### src/rtl/bus_grant_arbiter.sv
module bus_grant_arbiter #(
  parameter int SYNC_STAGES = 2,
  parameter int GAP_CYCLES  = 1
) (
  input  logic clk,
  input  logic rst_n,
  input  logic bus_req,
  input  logic ext_busy,
  input  logic ext_need,
  input  logic go_en,
  output logic bus_grant,
  output logic bus_hiz,
  output logic core_halt,
  output logic bus_hang
);
  localparam int GW = $clog2(GAP_CYCLES + 1);

  logic [SYNC_STAGES-1:0] sync_q;
  logic                   req_s;
  logic                   grant_q;
  logic [GW-1:0]          gap_cnt;

  always_ff @(posedge clk or negedge rst_n)
    if (!rst_n) sync_q <= '0;
    else        sync_q <= {sync_q[SYNC_STAGES-2:0], bus_req};

  assign req_s = sync_q[SYNC_STAGES-1];

  always_ff @(posedge clk or negedge rst_n)
    if (!rst_n) begin
      grant_q <= 1'b0;
      gap_cnt <= '0;
    end else if (grant_q) begin
      if (!req_s) begin
        grant_q <= 1'b0;
        gap_cnt <= GW'(GAP_CYCLES);
      end
    end else if (gap_cnt != '0) begin
      gap_cnt <= gap_cnt - 1'b1;
    end else if (req_s && !ext_busy) begin
      grant_q <= 1'b1;
    end

  assign bus_grant = grant_q;
  assign bus_hiz   = grant_q;
  assign bus_hang  = grant_q && ext_need;
  assign core_halt = grant_q && (!go_en || ext_need);

  a_r3_busy_blocks: assert property (@(posedge clk) disable iff (!rst_n)
    (!bus_grant && ext_busy) |=> !bus_grant);

  a_r2_grant_cause: assert property (@(posedge clk) disable iff (!rst_n)
    $rose(bus_grant) |-> ($past(req_s) && !$past(ext_busy)));

  a_r7_release_cause: assert property (@(posedge clk) disable iff (!rst_n)
    $fell(bus_grant) |-> !$past(req_s));

  a_r8_guard_gap: assert property (@(posedge clk) disable iff (!rst_n)
    $fell(bus_grant) |=> !bus_grant);

  a_r6_hang_stalls: assert property (@(posedge clk) disable iff (!rst_n)
    bus_hang |-> (core_halt && bus_hiz));
endmodule

### config.mk
export PLATFORM = sky130hd
export DESIGN_NAME = bus_grant_arbiter
export DESIGN_NICKNAME = d
export VERILOG_FILES = /design/src/rtl/bus_grant_arbiter.sv
export SDC_FILE = /design/constraint.sdc
export NUM_CORES = 1
export LEC_CHECK = 0
export ABC_AREA = 1
export BUFFER_PORTS_ARGS = -buffer_cell sky130_fd_sc_hd__buf_2
export CELL_PAD_IN_SITES_DETAIL_PLACEMENT = 1
export CELL_PAD_IN_SITES_GLOBAL_PLACEMENT = 1
export CORE_AREA = 4 4 41 43
export DETAILED_ROUTE_END_ITERATION = 8
export DIE_AREA = 0 0 45 47
export GPL_TIMING_DRIVEN = 0
export PLACE_DENSITY_LB_ADDON = 0.05
export SYNTH_ARGS = -nofsm -noshare
export SYNTH_HDL_FRONTEND = slang
export SYNTH_SLANG_ARGS = --single-unit
### constraint.sdc
create_clock -name clk -period 0.8 [get_ports clk]
set_clock_uncertainty 0.15 [all_clocks]
set_input_delay 0.04 -clock clk [delete_from_list [all_inputs] [get_ports clk]]
set_output_delay 0.04 -clock clk [all_outputs]
set_load 0.01 [all_outputs]
==> results.txt, run 1 <==
The run finished, with violations left. The final reports fail on negative hold slack, negative setup slack. In this run the static leakage power is 0.150 nW.

The total wire length is 371 um. The critical path goes through nand2_2, o21ai_2, buf_2. The per-cell routed wire length came out at 8.24 um.

The measured slew at the worst slew-check pin came out at 122 ps. The warning count from the yosys run came out at 0. The number of standard cells after synthesis is 15. The worst hold path passes through 4 cells. A synthesized cell averages 10.4 um2.

TritonCTS built the clock tree. By area the synthesized netlist is led by dfrtp_1 64%, inv_1 7.2%, nand2_1 7.2%, a21oi_2 5.6%, o21ai_2 5.6%. From synthesis to final layout, the design area changed by 76.8%. For this run, the slowest stage of the critical path takes 430 ps. Of the post-synthesis cell area, the dominant cell type holds 64.0%.

The remaining design rule violation count is 0. The initial antenna violation count was 0. The cell sitting at the root of the clock tree is a clkbuf_4.

The number of sinks driven by the clock tree came out at 4. In this run the core area contains 13 standard-cell rows. The final hold violation count was 5. The number of hold-repair buffers added at the cts stage is 2. The post-route worst setup slack came out at -324 ps. The diode insertion count for antenna repair came out at 0.

After detailed routing, the met2 layer carries 185 um of wire. The net count of the finished layout is 37. The number of vias after detailed routing came out at 144. The max-slew violation count is 0. The number of buffers on the longest clock path came out at 2. For this run, the detailed router's first-pass iteration total came to 1. The number of cell instances on the worst register-to-register path came out at 2. For this block, wires on met1 add up to 121 um. The starting density of the core came out at 12.0%.

The floorplan die area is 2120 um2. The max-capacitance violation count came out at 0. Setup violations remaining at the end of the flow were counted as 6. For the worst setup path, the data required time is 610 ps.

The pin count of the biggest net entering global routing came out at 6. The number of DRC markers after the initial detailed-route iteration came out at 0. Routed signal wires occupy layers up through met3.

The post-synthesis sequential area ratio is 64.0%. The net count of the mapped netlist came out at 21. For the worst-skew pair, the clock arrives at the later sink with an insertion delay of 240 ps. The number of enable-type register cells in the synthesized netlist came out at 0.

The detailed-placement wirelength estimate is 307 um. The clock-pin slew reported for the worst setup and hold paths after clock tree synthesis is 40 ps. In the finished design, the share of the clock period the worst path needs comes to 140%. The worst max-slew margin expressed relative to the limit came out at 91.9%. The die height came out at 47 um. The die boundary width came out at 45 um. The worst IR drop on VDD came out at 0.000546 V.

The first-pass GRT wire length is 579 um. The start-to-end type of the worst setup path is flop to output port. CTS built an H-tree with a depth of 1. The proportion of layout cells with a drive suffix above 1 is 60.0%. In the global route stage, overall resource usage came out at 4.36%. The worst slack on hold paths is -82.7 ps. The commonest cells after synthesis are 4 x dfrtp_1, 3 x inv_1, 3 x nand2_1. The commonest register cell after synthesis is dfrtp_1. After synthesis the cells add up to 156 um2.

Of all cell types, the one taking the most synthesized area is dfrtp_1. The weighted congestion reported at the end of routability-driven placement came out at 0.588. The register bit count reported by yosys came out at 4. The filler cell count in the final layout came out at 167. The highest clock rate is 890 MHz. Synthesis instantiated 8 different standard cells from the library. The average via count per standard cell is 3.20.

The slowest stage of the critical path belongs to the cell dfrtp_2. The nature of the critical path endpoint is an output port. The arrival time at the worst endpoint came out at 930 ps. The number of global-route vias before repair is 134.

Of all flip-flops after synthesis, the portion carrying an async set or reset was 100%. In this run the worst path has a maximum fanout of 5. The count of buffers from port buffering is 9. Clock tree synthesis inserted a total of 3 buffers. The core region is 1300 um2. The number of nets with antenna violations after routing came out at 0.

The power per cell area is 2210 nW/um2. Global routing finished with a remaining overflow of 0. The most common cell in the synthesized netlist is dfrtp_1. STA classifies the critical path startpoint as a flop. The met3 wire length came out at 64 um.

Setup repair after global routing could not meet its margin everywhere. The worst path in the final design needs a cycle of 1120 ps, including I/O delays and setup. The number of I/O pins is 10. The tightest min-delay check is of the input port to flop type. Overall power consumption after layout is estimated at 0.000611 W. The count of buffers added by post-CTS timing repair for setup is 0.
-- logic make-up (layout without fill, tap and decap cells) --
family,Yosys count,after routing,synth area share [%]
AO/OA/AOI/OAI,2,2,11.2
buffers and inverters,5,20,14.4
flip-flops,4,4,64.0
AND/OR/NAND/NOR,4,4,10.4
-- path summary, 6_finish.rpt --
kind	start	endpoint	slack, ps
hold / removal	ext_busy	bus_grant$_DFF_PN0_	-80
max in group asynchronous	rst_n	bus_grant$_DFF_PN0_	400
setup / recovery	bus_grant$_DFF_PN0_	core_halt	-320
min in group asynchronous	rst_n	sync_q[1]$_DFF_PN0_	-20
hold reg to reg	sync_q[0]$_DFF_PN0_	sync_q[1]$_DFF_PN0_	190
setup reg to reg	bus_grant$_DFF_PN0_	bus_grant$_DFF_PN0_	-20
-- layer usage --
metal,vias to the layer above,global-route usage (%)
met5,-,0
met4,0,5.26
met3,0,2.68
met2,9,5.65
met1,62,4.37
li1,73,-
-- sequential cells by signal (all words and copies together), names as in the netlist --
name	flops
bus_grant	1
gap_cnt	1
sync_q	2
-- what timing repair did --
action,CTS,global route
endpoints found under the hold margin,6,5
setup endpoints to repair,6,6
pin swaps,0,1
resized for setup,2,0
-- per-stage QoR --
stage	setup TNS [ps]	util, %	setup WS [ps]	cells	instance area (um2)
after floorplan	0	-	2.25	15	158
after global routing	-1430	21.3	-380	45	277
after detailed placement	-279	17.0	-107	39	221
final	-1190	21.3	-324	45	277
after global placement	-221	17.0	-83.5	39	221
after CTS	-1310	21.3	-349	45	277
-- report_power, final --
group          leakage (nW)  switching [W]  internal [W]   total, W
combinational        0.0878      0.0000462     0.0000537  0.0000999
sequential           0.0477      0.0000132      0.000220   0.000233
clock                0.0150      0.0000903      0.000188   0.000278
total                 0.150       0.000150      0.000461   0.000611
-- area by class of cell --
cell class,count,area (um2),area share [%]
clock buffers,4,26.3,9.50
plain buffers,1,7.51,2.71
well taps,15,18.8,6.79
repair buffers,11,71.3,25.8
flip-flops and latches,4,101,36.7
multi-input cells,6,36.3,13.1
inverters,4,15.0,5.43
-- placed cells by master (no fill, tap or decap) --
| cell type | n |
|---|---|
| dfrtp_2 | 1 |
| buf_4 | 1 |
| clkbuf_4 | 3 |
| inv_2 | 1 |
| buf_2 | 8 |
| nand2_1 | 2 |
| nand3_1 | 1 |
| clkbuf_1 | 1 |
| dlygate4sd3_1 | 2 |
| nand2_2 | 1 |
| o21ai_2 | 1 |
| dfrtp_1 | 3 |
| inv_1 | 3 |
| a21oi_2 | 1 |
| buf_6 | 1 |
-- worst max-delay path: cells and delay by family, from the launching register on --
kind	cells	cell delay (ps)
flops	1	430
buf+inv	1	130
simple gates	1	80
compound gates	1	50
No activity file was read; power rests on OpenSTA's default activity.
==> inputs of run 2 (changes only) <==
GPL_TIMING_DRIVEN = default   (was 0)
RECOVER_POWER = 100   (was default)
==> results.txt, run 2 (synthesis results as in run 1) <==
The flow ran to the end, but the final reports show violations. The checks that failed: negative hold slack, negative setup slack. The highest-delay cell along the critical path is dfrtp_2. The number of hold-repair buffers added at the cts stage came to 2 (unchanged).

The weighted congestion reported at the end of routability-driven placement was 0.615 (+4.6%). The number of buffers on the longest clock path came to 2 (unchanged). The number of cell instances on the worst register-to-register path came to 3 (+1). The clock-pin slew reported for the worst setup and hold paths after clock tree synthesis was 40 ps (about the same). The CTS tree is built. The total power came out at 0.000619 W (+1.4%).

The total wire length is 367 um (-1.1%). Ranked by flip-flop count, first place goes to sync_q. The floorplan core area came to 1300 um2 (unchanged). The remaining design rule violation count came out at 0 (unchanged). The residual overflow from global routing is 0 (unchanged).

The first-pass GRT wire length is 586 um (+1.2%). The number of vias after detailed routing came out at 159 (+10%). The average via count per standard cell came out at 3.46 (+8.0%). The worst stage delay on the critical path came out at 430 ps (about the same). The arrival time at the worst endpoint was 930 ps (about the same). The worst setup path is of the flop to output port kind. The worst hold path stage count came out at 4 (unchanged).

The starting density of the core is 12.0% (unchanged). The cell family contributing the most delay on the critical path is flip-flops. The post-route fraction of the period consumed by the critical path came out at 140% (-0.28 points). The first-pass detailed-route iteration total was 1 (unchanged). The worst hold path belongs to the class input port to flop.

The category of the worst setup path launch point is a flop. The initial antenna violation count came out at 0 (unchanged). Traced cell by cell, the critical path runs through nand2_2, o21ai_2, buf_2.

The post-layout minimum cycle time came out at 1120 ps (-2.26 ps). The core occupancy in the finished layout is 21.7% (+0.48 points). The number of sinks driven by the clock tree was 4 (unchanged). The leakage component of the power came out at 0.152 nW (+1.1%). The number of cell rows came out at 13 (unchanged). The floorplan die area is 2120 um2 (unchanged). The maximum level of the CTS H-tree came out at 1 (unchanged). The worst path buffer plus inverter count was 1 (unchanged). The clock insertion delay at the later pin of the skew report came to 240 ps (about the same). The final net count is 38 (+2.7%). The number of I/O pins came out at 10 (unchanged). The register cell area after layout is 101 um2 (unchanged).

The number of global-route vias before repair is 160 (+19%). The number of nets with antenna violations after routing is 0 (unchanged). Setup repair after global routing could not meet its margin everywhere. The total global-route track usage is 4.60% (+0.24 points). The pin count of the biggest net entering global routing is 6 (unchanged). The diode insertion count for antenna repair is 0 (unchanged). The die height is 47 um (unchanged). The area of combinational cells with multiple inputs was 36.3 um2 (unchanged). The worst setup path is captured at an output port.

The power per cell area is 2190 nW/um2 (-0.85%). The number of setup violations in the final report is 6 (unchanged). The final hold violation count is 1 (-4). The per-cell routed wire length is 7.98 um (-3.2%). The critical path depth in cells is 3 (unchanged). The worst max-slew margin expressed relative to the limit is 85.8% (-6.0 points). The proportion of layout cells with a drive suffix above 1 came out at 61.3% (+1.3 points).

The post-synthesis to final-layout area growth came out at 80.8%. The worst slack on hold paths was -111 ps (-28.7 ps). The number of flip-flops under the largest register name is 2 (unchanged).

The post-route worst setup slack is -322 ps (+2.26 ps). The max-slew violation count is 0 (unchanged). The highest clock rate is 892 MHz (+0.20%). The count of buffers from port buffering came out at 9 (unchanged). The detailed-placement wirelength estimate was 298 um (-2.7%). The most common library cell in the layout ignoring fill and taps is buf_2. The CTS buffer count came out at 3 (unchanged). The die boundary width is 45 um (unchanged). The highest net fanout along the worst path was 5 (unchanged). The worst IR drop on VDD came out at 0.000671 V (+23%).

The measured slew at the worst slew-check pin is 213 ps (+90.5 ps). The tree is rooted in a clkbuf_4. The filler cell count in the final layout was 159 (-4.8%). The max-capacitance violation count came to 0 (unchanged). The required time of the critical path was 610 ps (about the same). The top cell types in the final layout, fill and taps aside, are 7 x buf_2, 3 x clkbuf_4, 3 x dfrtp_1. The number of DRC markers after the initial detailed-route iteration came to 0 (unchanged). The total negative slack came to -1260 ps (-66.8 ps).
[run 2: changes by cell type in the layout (fill, tap and decap cells not counted)]
cell	previous run	this run
inv_2	1	2
inv_1	3	2
buf_2	8	7
buf_4	1	2
clkbuf_1	1	2
[run 2: worst paths after layout]
path,from,to,slack [ps]
worst min register to register,sync_q[0]$_DFF_PN0_,sync_q[1]$_DFF_PN0_,190
worst max register to register,bus_grant$_DFF_PN0_,gap_cnt$_DFFE_PN0P_,-100
worst min-delay path,ext_busy,bus_grant$_DFF_PN0_,-110
worst max-delay path,bus_grant$_DFF_PN0_,core_halt,-320
max in group asynchronous,rst_n,bus_grant$_DFF_PN0_,300
min in group asynchronous,rst_n,gap_cnt$_DFFE_PN0P_,10
[run 2: final cells by class]
| class | count | area share, % |
|---|---|---|
| Multi-Input combinational cell | 6 | 12.8 |
| Timing Repair Buffer | 13 | 30.1 |
| Inverter | 4 | 5.31 |
| Clock buffer | 4 | 9.29 |
| Tap cell | 15 | 6.64 |
| Sequential cell | 4 | 35.8 |
[run 2: worst register-to-register path, delay by kind of cell (launching register included)]
family / cells / cell delay (ps)
compound gates: 1 / 30
buf+inv: 2 / 170
flops: 1 / 430
[run 2: metrics by stage]
step	setup slack [ps]	instances	hold WS, ps	cell area [um2]
3_5_place_dp	-106	38	-300	214
3_3_place_gp	-83.9	38	-299	214
2_1_floorplan	2.25	15	-406	158
6_report	-322	46	-111	283
5_1_grt	-369	46	-94.5	283
4_1_cts	-348	44	-116	263
[run 2: timing repair]
item	4_1_cts	5_1_grt
setup buffers	0	2
gates resized for setup	1	2
gates cloned	0	0
setup endpoints to repair	6	6
hold endpoints to repair	6	1
pin swaps	1	1
[run 2: power by group]
part | internal [W] | leakage [nW] | switching, W
Sequential | 0.000220 | 0.0477 | 0.0000134
Clock | 0.000188 | 0.0150 | 0.0000910
Combinational | 0.0000598 | 0.0894 | 0.0000475
Total | 0.000467 | 0.152 | 0.000152
[run 2: layer usage]
layer / vias up / GRT usage (%) / part of all wire, %
met4: 0 / 7.02 / 0
met5: - / 0 / 0
met2: 9 / 6.78 / 50
met1: 76 / 3.68 / 37
met3: 0 / 2.30 / 12
li1: 74 / - / -
